===== src/rtl/sfifo_pkg.sv =====
package sfifo_pkg;
  localparam int BYTE_W = 8;
  typedef logic [BYTE_W-1:0] byte_t;
endpackage


===== src/rtl/sfifo_store.sv =====
module sfifo_store
  import sfifo_pkg::*;
#(
  parameter int DEPTH = 8
) (
  input  logic                         clk,
  input  logic                         rst,
  input  logic                         flush,
  input  logic                         push,
  input  byte_t                        push_data,
  input  logic                         pop,
  output byte_t                        pop_data,
  output logic [$clog2(DEPTH+1)-1:0]   count,
  output logic                         push_full_pulse,
  output logic                         pop_empty_pulse
);
  localparam int PTR_W = $clog2(DEPTH);
  localparam int CNT_W = $clog2(DEPTH+1);

  byte_t             mem [DEPTH];
  logic [PTR_W-1:0]  wr_ptr, rd_ptr;
  logic              full, empty, push_ok, pop_ok;

  assign full    = (count == CNT_W'(DEPTH));
  assign empty   = (count == '0);
  assign push_ok = push && !full && !flush;
  assign pop_ok  = pop && !empty && !flush;

  // storage without reset so it can map to block RAM
  always_ff @(posedge clk) begin
    if (push_ok) mem[wr_ptr] <= push_data;
  end

  always_ff @(posedge clk) begin
    if (rst) begin
      wr_ptr          <= '0;
      rd_ptr          <= '0;
      count           <= '0;
      pop_data        <= '0;
      push_full_pulse <= 1'b0;
      pop_empty_pulse <= 1'b0;
    end else begin
      push_full_pulse <= push && full && !flush;
      pop_empty_pulse <= pop && empty && !flush;
      if (flush) begin
        wr_ptr <= '0;
        rd_ptr <= '0;
        count  <= '0;
      end else begin
        if (push_ok) wr_ptr <= wr_ptr + 1'b1;
        if (pop_ok) begin
          rd_ptr   <= rd_ptr + 1'b1;
          pop_data <= mem[rd_ptr];
        end
        if (push_ok && !pop_ok)      count <= count + 1'b1;
        else if (pop_ok && !push_ok) count <= count - 1'b1;
      end
    end
  end
endmodule


===== src/rtl/sfifo_events.sv =====
module sfifo_events #(
  parameter int DEPTH = 8,
  parameter bit IS_TX = 1'b1
) (
  input  logic                         clk,
  input  logic                         rst,
  input  logic [$clog2(DEPTH+1)-1:0]   count,
  input  logic [$clog2(DEPTH)-1:0]     level,
  input  logic                         aux,
  output logic                         trig_evt,
  output logic                         edge_evt
);
  localparam int CNT_W = $clog2(DEPTH+1);
  localparam int LVL_W = $clog2(DEPTH);
  // condition values of an empty queue, used as reset history
  localparam bit TRIG_RST = IS_TX;
  localparam bit EDGE_RST = IS_TX;

  logic [CNT_W-1:0] level_ext;
  logic             trig_cond, edge_cond, trig_q, edge_q;

  assign level_ext = {{(CNT_W-LVL_W){1'b0}}, level};

  generate
    if (IS_TX) begin : g_tx
      assign trig_cond = (count <= level_ext);
      assign edge_cond = (count == '0) && aux;
    end else begin : g_rx
      assign trig_cond = (level != '0) && (count >= level_ext);
      assign edge_cond = (count == CNT_W'(DEPTH));
    end
  endgenerate

  always_ff @(posedge clk) begin
    if (rst) begin
      trig_q   <= TRIG_RST;
      edge_q   <= EDGE_RST;
      trig_evt <= 1'b0;
      edge_evt <= 1'b0;
    end else begin
      trig_q   <= trig_cond;
      edge_q   <= edge_cond;
      trig_evt <= trig_cond && !trig_q;
      edge_evt <= edge_cond && !edge_q;
    end
  end
endmodule


===== src/rtl/serial_byte_fifos.sv =====
module serial_byte_fifos
  import sfifo_pkg::*;
#(
  parameter int DEPTH = 8
) (
  input  logic                         clk,
  input  logic                         rst,
  input  logic                         tx_push,
  input  logic [7:0]                   tx_push_data,
  input  logic                         tx_pop,
  output logic [7:0]                   tx_pop_data,
  input  logic [$clog2(DEPTH)-1:0]     tx_level,
  input  logic                         tx_flush,
  input  logic                         tx_idle,
  output logic [$clog2(DEPTH+1)-1:0]   tx_free,
  output logic                         tx_flush_active,
  output logic                         tx_trig_evt,
  output logic                         tx_empty_evt,
  output logic                         tx_underflow_evt,
  input  logic                         rx_push,
  input  logic [7:0]                   rx_push_data,
  input  logic                         rx_pop,
  output logic [7:0]                   rx_pop_data,
  input  logic [$clog2(DEPTH)-1:0]     rx_level,
  input  logic                         rx_flush,
  output logic [$clog2(DEPTH+1)-1:0]   rx_count,
  output logic                         rx_flush_active,
  output logic                         rx_trig_evt,
  output logic                         rx_full_evt,
  output logic                         rx_overflow_evt
);
  localparam int CNT_W = $clog2(DEPTH+1);

  logic [CNT_W-1:0] tx_used;
  logic             tx_full_unused, rx_empty_unused, rx_unf_unused;

  sfifo_store #(.DEPTH(DEPTH)) u_tx_store (
    .clk(clk), .rst(rst), .flush(tx_flush),
    .push(tx_push), .push_data(tx_push_data),
    .pop(tx_pop), .pop_data(tx_pop_data), .count(tx_used),
    .push_full_pulse(tx_full_unused), .pop_empty_pulse(tx_underflow_evt)
  );

  sfifo_store #(.DEPTH(DEPTH)) u_rx_store (
    .clk(clk), .rst(rst), .flush(rx_flush),
    .push(rx_push), .push_data(rx_push_data),
    .pop(rx_pop), .pop_data(rx_pop_data), .count(rx_count),
    .push_full_pulse(rx_overflow_evt), .pop_empty_pulse(rx_unf_unused)
  );

  sfifo_events #(.DEPTH(DEPTH), .IS_TX(1'b1)) u_tx_evt (
    .clk(clk), .rst(rst), .count(tx_used), .level(tx_level), .aux(tx_idle),
    .trig_evt(tx_trig_evt), .edge_evt(tx_empty_evt)
  );

  sfifo_events #(.DEPTH(DEPTH), .IS_TX(1'b0)) u_rx_evt (
    .clk(clk), .rst(rst), .count(rx_count), .level(rx_level), .aux(1'b0),
    .trig_evt(rx_trig_evt), .edge_evt(rx_full_evt)
  );

  // rx_empty_unused marks the receive empty-pop pulse as deliberately unused
  assign rx_empty_unused = rx_unf_unused | tx_full_unused;

  assign tx_free = CNT_W'(DEPTH) - tx_used;

  always_ff @(posedge clk) begin
    if (rst) begin
      tx_flush_active <= 1'b0;
      rx_flush_active <= 1'b0;
    end else begin
      tx_flush_active <= tx_flush;
      rx_flush_active <= rx_flush;
    end
  end
endmodule


===== config.mk =====
export PLATFORM = sky130hd
export DESIGN_NAME = serial_byte_fifos
export DESIGN_NICKNAME = d
export VERILOG_FILES = /design/src/rtl/sfifo_pkg.sv /design/src/rtl/sfifo_store.sv /design/src/rtl/sfifo_events.sv /design/src/rtl/serial_byte_fifos.sv
export SDC_FILE = /design/constraint.sdc
export NUM_CORES = 1
export LEC_CHECK = 0
export ABC_AREA = 1
export BUFFER_PORTS_ARGS = -buffer_cell sky130_fd_sc_hd__buf_4
export CAP_MARGIN = 30
export CELL_PAD_IN_SITES_DETAIL_PLACEMENT = 1
export CELL_PAD_IN_SITES_GLOBAL_PLACEMENT = 2
export CORE_AREA = 3 3 154 156
export DETAILED_ROUTE_END_ITERATION = 16
export DIE_AREA = 0 0 157 159
export GPL_ROUTABILITY_DRIVEN = 0
export HOLD_SLACK_MARGIN = 0.02
export PLACE_DENSITY_LB_ADDON = 0.1
export SETUP_SLACK_MARGIN = 0.15
export SYNTH_ARGS = -nofsm -noshare
export SYNTH_HDL_FRONTEND = slang
export SYNTH_SLANG_ARGS = --single-unit

===== constraint.sdc =====
create_clock -name clk -period 2.4 [get_ports clk]
set_input_delay 0.48 -clock clk [delete_from_list [all_inputs] [get_ports clk]]
set_output_delay 0.48 -clock clk [all_outputs]
set_load 0.005 [all_outputs]

==> results.json, run 1 <==
{
  "arrival_ns": 2.46,
  "leakage_nw": 3.99,
  "report.final.slew_viol_count": 0,
  "crit_type": "register to register",
  "fillers": 2568,
  "p_seq_share_pct": 51.4,
  "startpoint_type": "register",
  "cts-hold-fix-buffers": 0,
  "layout_common_cells": "nand2_1 (223), edfxtp_1 (128), inv_1 (121), nand3_1 (106), buf_4 (97)",
  "crit_required_ns": 2.76,
  "grt_pass1_vias": 6059,
  "fmax_ghz": 0.478,
  "wl_per_cell_um": 17.0,
  "timing.setup.tns_ns": 0,
  "dieHeight_um": 159,
  "p_comb_share_pct": 7.4,
  "synth_cells": 798,
  "antenna_cells": 0,
  "switching_share_pct": 24.7,
  "finalHoldViolations": 0,
  "yosysSeqAreaShare_pct": 61.7,
  "h-tree-depth": 4,
  "core_sq_um": 22500,
  "max-cap-violations": 0,
  "path_cells": "inv_2, ha_4, buf_4, nand3_2, nand3_4, ha_4, inv_2, ha_1, or2_2, nand2_1, nand3_1, nand2_1, nand2_1, a21oi_1",
  "cpLargestDelayFamily": "simple AND/OR/NAND/NOR gates",
  "grt_pass1_wl_um": 32600,
  "antenna_found_initial": 0,
  "regArea_sq_um": 4810,
  "min_period_over_period_pct": 87.2,
  "final_cells": 1183,
  "synth_top_family_by_area": "simple AND/OR/NAND/NOR gates",
  "cts_tree": "built",
  "clock_power_share_pct": 41.2,
  "hpwl_um": 13600,
  "final_util_pct": 41.1,
  "critPathBufInv": 3,
  "setup_viol": 0,
  "antenna_left": 0,
  "synth_fp_nets": 848,
  "outcome": "complete, no violations",
  "cts_root_buf": "clkbuf_16",
  "netlist_area_sq_um": 7790,
  "syn_to_final_growth_pct": 18.7,
  "synth_fa_ha_area_share_pct": 3.24,
  "relSlewSlack_pct": 61.3,
  "synth_xor_area_share_pct": 0.562,
  "p_switching_mw": 1.61,
  "yosys.area_share.simple_pct": 21.0,
  "final_common_cell": "nand2_1",
  "muxShareOfSynthArea_pct": 0,
  "initial_utilization_pct": 34.6,
  "fin_worst_skew_ns": 0.0202,
  "grt_max_degree": 35,
  "yosysWarnings": 0,
  "port_buffers": 62,
  "via_per_inst": 4.67,
  "yosys.cell_types.count": 32,
  "ir_drop_mv": 0.492,
  "clkSlewWorstSetupHoldPaths_ns": 0.08,
  "avgSynthCellArea_sq_um": 9.77,
  "synth-seq-cells": 176,
  "p_per_area_nw_per_um2": 702,
  "critPathSlowestCell": "dfxtp_4",
  "drc": 0,
  "cp_slowest_stage_delay_ns": 0.36,
  "place_inst": 1144,
  "end_kind": "register",
  "period_minus_slack_ns": 2.09,
  "die_x_um": 157,
  "drive_gt1_share_pct": 18.6,
  "rsz0062_at_grt": "yes",
  "grt_usage_pct": 17.0,
  "final_nets": 935,
  "io_pins": 63,
  "fp-row-count": 55,
  "crit_path_max_fanout": 4,
  "synth_compound_area_share_pct": 3.60,
  "drtIter0Drc": 196,
  "clock_latency_ns": 0.44,
  "min_path_type": "input pin to register",
  "clock_sinks": 176,
  "tightest_slew_ns": 0.578,
  "path_common_cell": "nand2_1",
  "routed_wl_um": 20100,
  "gr-total-overflow": 0,
  "vias": 5521,
  "multiInputGateArea_sq_um": 2250,
  "p_int_mw": 4.89,
  "drt_pass1_iterations": 4,
  "clock_path_buffers": 2,
  "dieArea_sq_um": 25000,
  "cts-buffers-inserted": 17
}
## power by group through the flow
stage                     clock network [mW]  registers [mW]  logic [mW]
after floorplan                            0            3.40       0.267
after global placement                     0            3.41       0.455
after detailed placement                   0            3.41       0.470
after CTS                               2.74            3.34       0.477
after global routing                    2.88            3.34       0.550
final                                   2.67            3.34       0.481
## synthesized netlist by cell type
cell / count / area share (%)
nand2_1: 223 / 11
edfxtp_1: 128 / 49
inv_1: 127 / 6.1
nand3_1: 106 / 6.8
dfxtp_1: 48 / 12
a21oi_1: 36 / 2.3
nor2_1: 22 / 1.1
ha_1: 17 / 2.7
buf_6: 14 / 2.0
o21ai_0: 13 / 0.83
nor3_1: 11 / 0.71
buf_2: 9 / 0.58
inv_2: 8 / 0.39
buf_4: 4 / 0.39
nand3_2: 4 / 0.51
xor2_1: 4 / 0.45
nand2_2: 3 / 0.24
or2_2: 3 / 0.24
clkbuf_1: 2 / 0.096
fa_1: 2 / 0.51
inv_4: 2 / 0.16
nand4_1: 2 / 0.16
a21oi_2: 1 / 0.11
a31oi_4: 1 / 0.27
clkinv_1: 1 / 0.048
inv_6: 1 / 0.11
nand3_4: 1 / 0.22
nor2_2: 1 / 0.080
nor2_4: 1 / 0.14
o21ai_1: 1 / 0.064
or2_4: 1 / 0.11
xnor2_1: 1 / 0.11
## through the flow
| stage | hold slack [ns] | setup slack, ns | area, sq um | total power [mW] |
|---|---|---|---|---|
| 2_1_floorplan | 0.368 | 0.184 | 7800 | 3.67 |
| 3_3_place_gp | 0.374 | 0.109 | 8590 | 3.86 |
| 3_5_place_dp | 0.376 | 0.00760 | 8590 | 3.88 |
| 4_1_cts | 0.269 | 0.163 | 9180 | 6.56 |
| 5_1_grt | 0.270 | 0.147 | 9250 | 6.77 |
| 6_report | 0.278 | 0.307 | 9250 | 6.49 |
## layout make-up
cell class / count / share of cell area [%]
Sequential cell: 176 / 52.0
Multi-Input combinational cell: 454 / 24.3
Timing Repair Buffer: 97 / 7.87
Inverter: 139 / 5.75
Clock buffer: 17 / 4.60
Tap cell: 285 / 3.86
Clock inverter: 15 / 1.57
## metal layers
metal  track usage (%)  vias to the layer above  wire [um]
met1              19.5                     2686       8360
met5                 0                        -          0
met2              31.7                       52      11100
li1                  -                     2761          -
met3              2.96                       22        365
met4              5.13                        0        333
## state kept, by name, indices dropped and copies added (netlist names), 4 cells and up
name	cells
u_tx_store.mem	64
u_tx_store.count	4
u_rx_store.count	4
u_rx_store.pop_data	8
u_rx_store.mem	64
u_tx_store.pop_data	8
## worst paths after layout
check                         end  slack (ns)                start  cells after the start
max           u_tx_store.count[3]        0.31  u_tx_store.count[0]                     14
min          u_tx_store.mem[7][7]        0.28      tx_push_data[7]                      1
max reg2reg   u_tx_store.count[3]        0.31  u_tx_store.count[0]                     14
min reg2reg     u_rx_evt.trig_evt        0.39      u_rx_evt.trig_q                      1
## what timing repair did
| item | CTS | global route |
|---|---|---|
| gates resized for setup | 6 | 8 |
| gates cloned | 0 | 0 |
| endpoints found under the hold margin | 0 | 0 |
| setup buffers | 1 | 6 |
| endpoints found under the setup margin | 1 | 2 |
| pin swaps | 0 | 2 |
## cell families (layout without fill, tap and decap cells)
kind of cell,count (synthesis),count (layout)
adders and majority gates,19,19
buffers and inverters,168,268
and+or+nand+nor,378,378
DFF,176,176
AOI/OAI and AO/OA,52,52
xor gates and xnor gates,5,5
(Power assumes the default switching activity.)
==> inputs of run 2 (changes only) <==
- MAX_ROUTING_LAYER: default -> met4
==> run 2 against run 1 <==
- power barely moved
- core utilization stayed put
- final area unchanged
- sequential power is essentially flat
- worst hold slack gained 0.0024 ns
- die area unchanged
- sequential share of layout area is the same
- first-iteration DRC count fell by 0.51%
- largest power group unchanged
- highest routed layer unchanged
==> results.json, run 2 (same netlist as run 1, synthesis figures left out) <==
{
  "outcome": "complete, no violations",
  "period_minus_slack_ns": 2.09,
  "worst_slack_ns": 0.309,
  "pre_cts_ws_ns": 0.00760,
  "leakage_nw": 3.99,
  "design_area_sq_um": 9250,
  "cpLargestDelayFamily": "simple AND/OR/NAND/NOR gates",
  "cp-startpoint": "u_tx_store.count[0]",
  "clock_sinks": 176,
  "drive_gt1_share_pct": 18.6,
  "setup.worst_path.end": "u_tx_store.count[3]",
  "whs_ns": 0.280,
  "antenna_left": 0,
  "p_per_area_nw_per_um2": 702,
  "dieArea_sq_um": 25000,
  "final_util_pct": 41.1,
  "critPathSlowestCell": "dfxtp_4",
  "vias": 5538,
  "regArea_sq_um": 4810,
  "fmax_ghz": 0.478,
  "cts-buffers-inserted": 17,
  "h-tree-depth": 4,
  "initial_utilization_pct": 34.6,
  "rsz0062_at_grt": "yes",
  "drt_pass1_iterations": 4,
  "final_cells": 1183,
  "dieHeight_um": 159,
  "clock_path_buffers": 2,
  "critPathBufInv": 3,
  "grt_pass1_wl_um": 32600,
  "r2r_end": "u_tx_store.count[3]",
  "clock_latency_ns": 0.43,
  "cp_slowest_stage_delay_ns": 0.36,
  "place_inst": 1144,
  "finalHoldViolations": 0,
  "fp-row-count": 55,
  "final_nets": 935,
  "io_pins": 63,
  "startpoint_type": "register",
  "r2r_cells": 14,
  "finalPower_mw": 6.49,
  "r2r_start": "u_tx_store.count[0]",
  "final_common_cell": "nand2_1",
  "grt_max_degree": 35,
  "layout_common_cells": "nand2_1 (223), edfxtp_1 (128), inv_1 (121), nand3_1 (106), buf_4 (97)",
  "fillers": 2568,
  "path_cells": "inv_2, ha_4, buf_4, nand3_2, nand3_4, ha_4, inv_2, ha_1, or2_2, nand2_1, nand3_1, nand2_1, nand2_1, a21oi_1",
  "crit_required_ns": 2.76,
  "hpwl_um": 13600,
  "grt_usage_pct": 17.5,
  "gr-total-overflow": 0,
  "crit_type": "register to register",
  "crit_cells": 14,
  "cts_tree": "built",
  "port_buffers": 62,
  "core_sq_um": 22500,
  "clkSlewWorstSetupHoldPaths_ns": 0.08,
  "antenna_found_initial": 0,
  "crit_path_max_fanout": 4,
  "fin_worst_skew_ns": 0.0186,
  "antenna_cells": 0,
  "arrival_ns": 2.45,
  "max-cap-violations": 0,
  "drtIter0Drc": 195,
  "path_common_cell": "nand2_1",
  "timing.setup.tns_ns": 0,
  "drc": 0,
  "via_per_inst": 4.68,
  "die_x_um": 157,
  "min_period_over_period_pct": 87.1,
  "placed_cell_area_sq_um": 8590,
  "report.final.slew_viol_count": 0,
  "routed_wl_um": 20100,
  "ir_drop_mv": 0.490,
  "multiInputGateArea_sq_um": 2250,
  "relSlewSlack_pct": 61.5,
  "grt_pass1_vias": 6068,
  "reg_top3": "u_rx_store.mem x64, u_tx_store.mem x64",
  "setup_viol": 0,
  "wl_per_cell_um": 17.0,
  "end_kind": "register",
  "min_path_type": "input pin to register",
  "syn_to_final_growth_pct": 18.7,
  "r2r_setup_slack_ns": 0.31,
  "cts_root_buf": "clkbuf_16",
  "tightest_slew_ns": 0.576
}
[run 2: what timing repair did]
action                     4_1_cts  5_1_grt
setup buffers                    1        6
hold buffers                     0        0
resized for setup                6        8
setup endpoints to repair        1        2
pin swaps                        0        2
[run 2: final cells by class]
type	instances	area share, %
clock buffers	17	4.60
flip-flops and latches	176	52.0
clock inverters	15	1.57
inverters	139	5.75
multi-input cells	454	24.3
well taps	285	3.86
repair buffers	97	7.87
[run 2: power breakdown]
part / internal, mW / switching, mW
logic: 0.198 / 0.283
clock network: 1.38 / 1.29
registers: 3.31 / 0.0314
[run 2: metal layers]
metal	vias up	GRT usage, %	share of wire, %
li1	2761	-	-
met1	2703	19.5	42
met2	53	31.7	55
met3	21	2.94	1.7
met4	0	5.25	1.6
met5	-	-	0
[run 2: worst min path at each step]
| stage | startpoint | endpoint | slack, ns | depth (start not counted) |
|---|---|---|---|---|
| 4_1_cts | rx_push_data[5] | u_rx_store.mem[4][5] | 0.27 | 1 |
| 5_1_grt | tx_push_data[7] | u_tx_store.mem[7][7] | 0.27 | 1 |
| 6_report | tx_push_data[0] | u_tx_store.mem[5][0] | 0.28 | 1 |
| 3_5_place_dp | u_rx_evt.trig_q | u_rx_evt.trig_evt | 0.38 | 1 |
| 3_3_place_gp | u_rx_evt.trig_q | u_rx_evt.trig_evt | 0.37 | 1 |
| 2_1_floorplan | u_rx_evt.trig_q | u_rx_evt.trig_evt | 0.37 | 1 |
==> inputs of run 3 (changes only) <==
- ABC_AREA: 1 -> 0
- CORE_AREA: 3 3 154 156 -> 3 3 139 141
- DIE_AREA: 0 0 157 159 -> 0 0 142 144
==> run 3 against run 2 <==
- synthesized cell count is 45% lower
- core utilization is 7.0 points higher
- combinational power is 11% higher
- area after synthesis is 9.9% lower
- non-clock buffer count is 6 higher
- critical path type unchanged
- critical endpoint is now u_rx_store.count[3]
- highest routed layer unchanged
==> results.json, run 3 <==
{
  "relSlewSlack_pct": 52.1,
  "tightest_slew_ns": 0.718,
  "min_period_over_period_pct": 96.8,
  "reg_top3": "u_rx_store.mem x64, u_tx_store.mem x64",
  "p_seq_share_pct": 50.7,
  "period_minus_slack_ns": 2.32,
  "layout_common_cells": "edfxtp_1 (128), buf_4 (103), nor2_1 (48), dfxtp_1 (45), mux4_2 (32)",
  "leakage_nw": 3.04,
  "rsz0062_at_grt": "yes",
  "final_common_cell": "edfxtp_1",
  "async_flop_share_pct": 0,
  "critPathSlowestCell": "or4_4",
  "initial_utilization_pct": 38.8,
  "antenna_left": 0,
  "startpoint_type": "register",
  "yosysSeqAreaShare_pct": 68.4,
  "crit_path_max_fanout": 5,
  "grt_pass1_vias": 4238,
  "cts_tree": "built",
  "setup_viol": 0,
  "design_area_sq_um": 8700,
  "grt_max_degree": 30,
  "hpwl_um": 9930,
  "antenna_found_initial": 0,
  "report.final.slew_viol_count": 0,
  "max-cap-violations": 0,
  "place_inst": 743,
  "synth-edff-count": 128,
  "port_buffers": 62,
  "dieArea_sq_um": 20400,
  "cts_root_buf": "clkbuf_16",
  "switching_share_pct": 24.5,
  "core_sq_um": 18100,
  "ir_drop_mv": 0.529,
  "synth_fp_nets": 488,
  "wl_per_cell_um": 19.4,
  "drt_pass1_iterations": 4,
  "synth_largest_area_cell": "edfxtp_1",
  "placed_cell_area_sq_um": 8030,
  "cp_slowest_stage_delay_ns": 0.54,
  "synth_common_cells": "edfxtp_1 (128), nor2_1 (49), dfxtp_1 (48)",
  "synthFlopType": "edfxtp_1",
  "end_kind": "register",
  "vias": 3958,
  "yosys.cell_types.count": 43,
  "drtIter0Drc": 218,
  "h-tree-depth": 4,
  "syn_to_final_growth_pct": 23.9,
  "path_cells": "or4_4, and2_4, inv_4, ha_4, inv_4, ha_4, a21oi_2, a211o_1, a211oi_2, a31o_2",
  "clock_sinks": 176,
  "io_pins": 63,
  "yosysMostFrequentCell": "edfxtp_1",
  "drc": 0,
  "antenna_cells": 0,
  "fin_worst_skew_ns": 0.00949,
  "p_int_mw": 4.98,
  "p_comb_share_pct": 8.1,
  "die_x_um": 142,
  "arrival_ns": 2.71,
  "clock_latency_ns": 0.44,
  "cts-buffers-inserted": 17,
  "netlist_area_sq_um": 7020,
  "gr-total-overflow": 0,
  "grt_usage_pct": 16.2,
  "outcome": "complete, no violations",
  "finalHoldViolations": 0,
  "fmax_ghz": 0.431,
  "cpLargestDelayFamily": "simple AND/OR/NAND/NOR gates",
  "grt_pass1_wl_um": 23800,
  "synth_cells": 438,
  "yosysTopAreaCellShare_pct": 54.7,
  "avgSynthCellArea_sq_um": 16.0,
  "drive_gt1_share_pct": 36.5,
  "synth-seq-cells": 176,
  "yosys-top-cells-area": "edfxtp_1 (55%), dfxtp_1 (14%), mux4_2 (10%)",
  "clock_path_buffers": 2,
  "clkSlewWorstSetupHoldPaths_ns": 0.07,
  "via_per_inst": 5.06,
  "whs_ns": 0.265,
  "p_per_area_nw_per_um2": 758,
  "final_nets": 590,
  "fp-row-count": 49,
  "clock_power_share_pct": 41.2,
  "p_switching_mw": 1.62,
  "final_cells": 782,
  "critPathBufInv": 2,
  "min_path_type": "input pin to register",
  "yosysWarnings": 0,
  "crit_type": "register to register",
  "crit_required_ns": 2.78,
  "routed_wl_um": 15200,
  "dieHeight_um": 144
}
[run 3: changes by cell type after synthesis, sizes merged, moves of 13 or more]
cell	before	now
o21ai	14	1
buf	27	12
inv	138	15
nor2	24	49
nand3	111	9
mux4	0	32
a21oi	37	7
nand2	226	10
[run 3: stage by stage]
step	util, %	worst slack [ns]	power (mW)	setup TNS, ns
floorplan	-	-0.0251	3.70	-0.0496
global placement	44.4	0.122	3.91	0
detailed placement	44.4	0.0839	3.93	0
CTS	47.8	0.0646	6.66	0
global route	48.1	-0.0192	6.86	-0.0192
finish	48.1	0.0777	6.60	0
[run 3: power groups by stage]
stage	Sequential [mW]	Clock, mW	Combinational [mW]
floorplan	3.42	0	0.282
global placement	3.41	0	0.499
detailed placement	3.42	0	0.513
CTS	3.34	2.79	0.528
global route	3.35	2.92	0.594
finish	3.34	2.72	0.532
[run 3: worst min-delay path, stage by stage]
cell      delay, ns
buf_4          0.08
nand2_1        0.05
nand2b_1       0.06
[run 3: cells by family (layout without fill, tap and decap cells)]
family | count (synthesis) | in the layout | share of synthesized area (%)
flops | 176 | 176 | 68.4
fa+ha+maj | 19 | 19 | 3.60
compound gates | 35 | 35 | 3.42
buf+inv | 35 | 150 | 2.49
mux | 44 | 44 | 12.0
simple gates | 116 | 116 | 8.36
xor+xnor | 13 | 13 | 1.73
[run 3: final timing paths]
check	start	endpoint	slack, ns	depth (start not counted)
max reg2reg	u_rx_store.count[0]	u_rx_store.count[3]	0.08	10
min	tx_idle	u_tx_evt.edge_q	0.27	3
max	u_rx_store.count[0]	u_rx_store.count[3]	0.08	10
min reg2reg	u_tx_evt.edge_q	u_tx_evt.edge_evt	0.39	1
[run 3: routing by layer]
layer	global-route usage (%)	up-vias	wire length, um
met4	5.30	0	218
met3	3.97	17	452
met5	-	-	0
met2	24.9	62	7280
met1	21.3	2009	7230
li1	-	1870	-
[run 3: cell type report]
class                      count  area (sq um)
fill                        1776          9390
clock buffer                  17           425
multi-input combinational    227          2170
clock inverter                15           160
inverter                      15          71.3
timing repair buffer         103           773
tap                          229           287
sequential                   176          4820
[run 3: repair_timing]
action	4_1_cts	5_1_grt
cloned	0	0
hold buffers	0	0
setup endpoints to repair	2	3
pin swaps	1	5
gates resized for setup	1	6
setup buffers	4	3
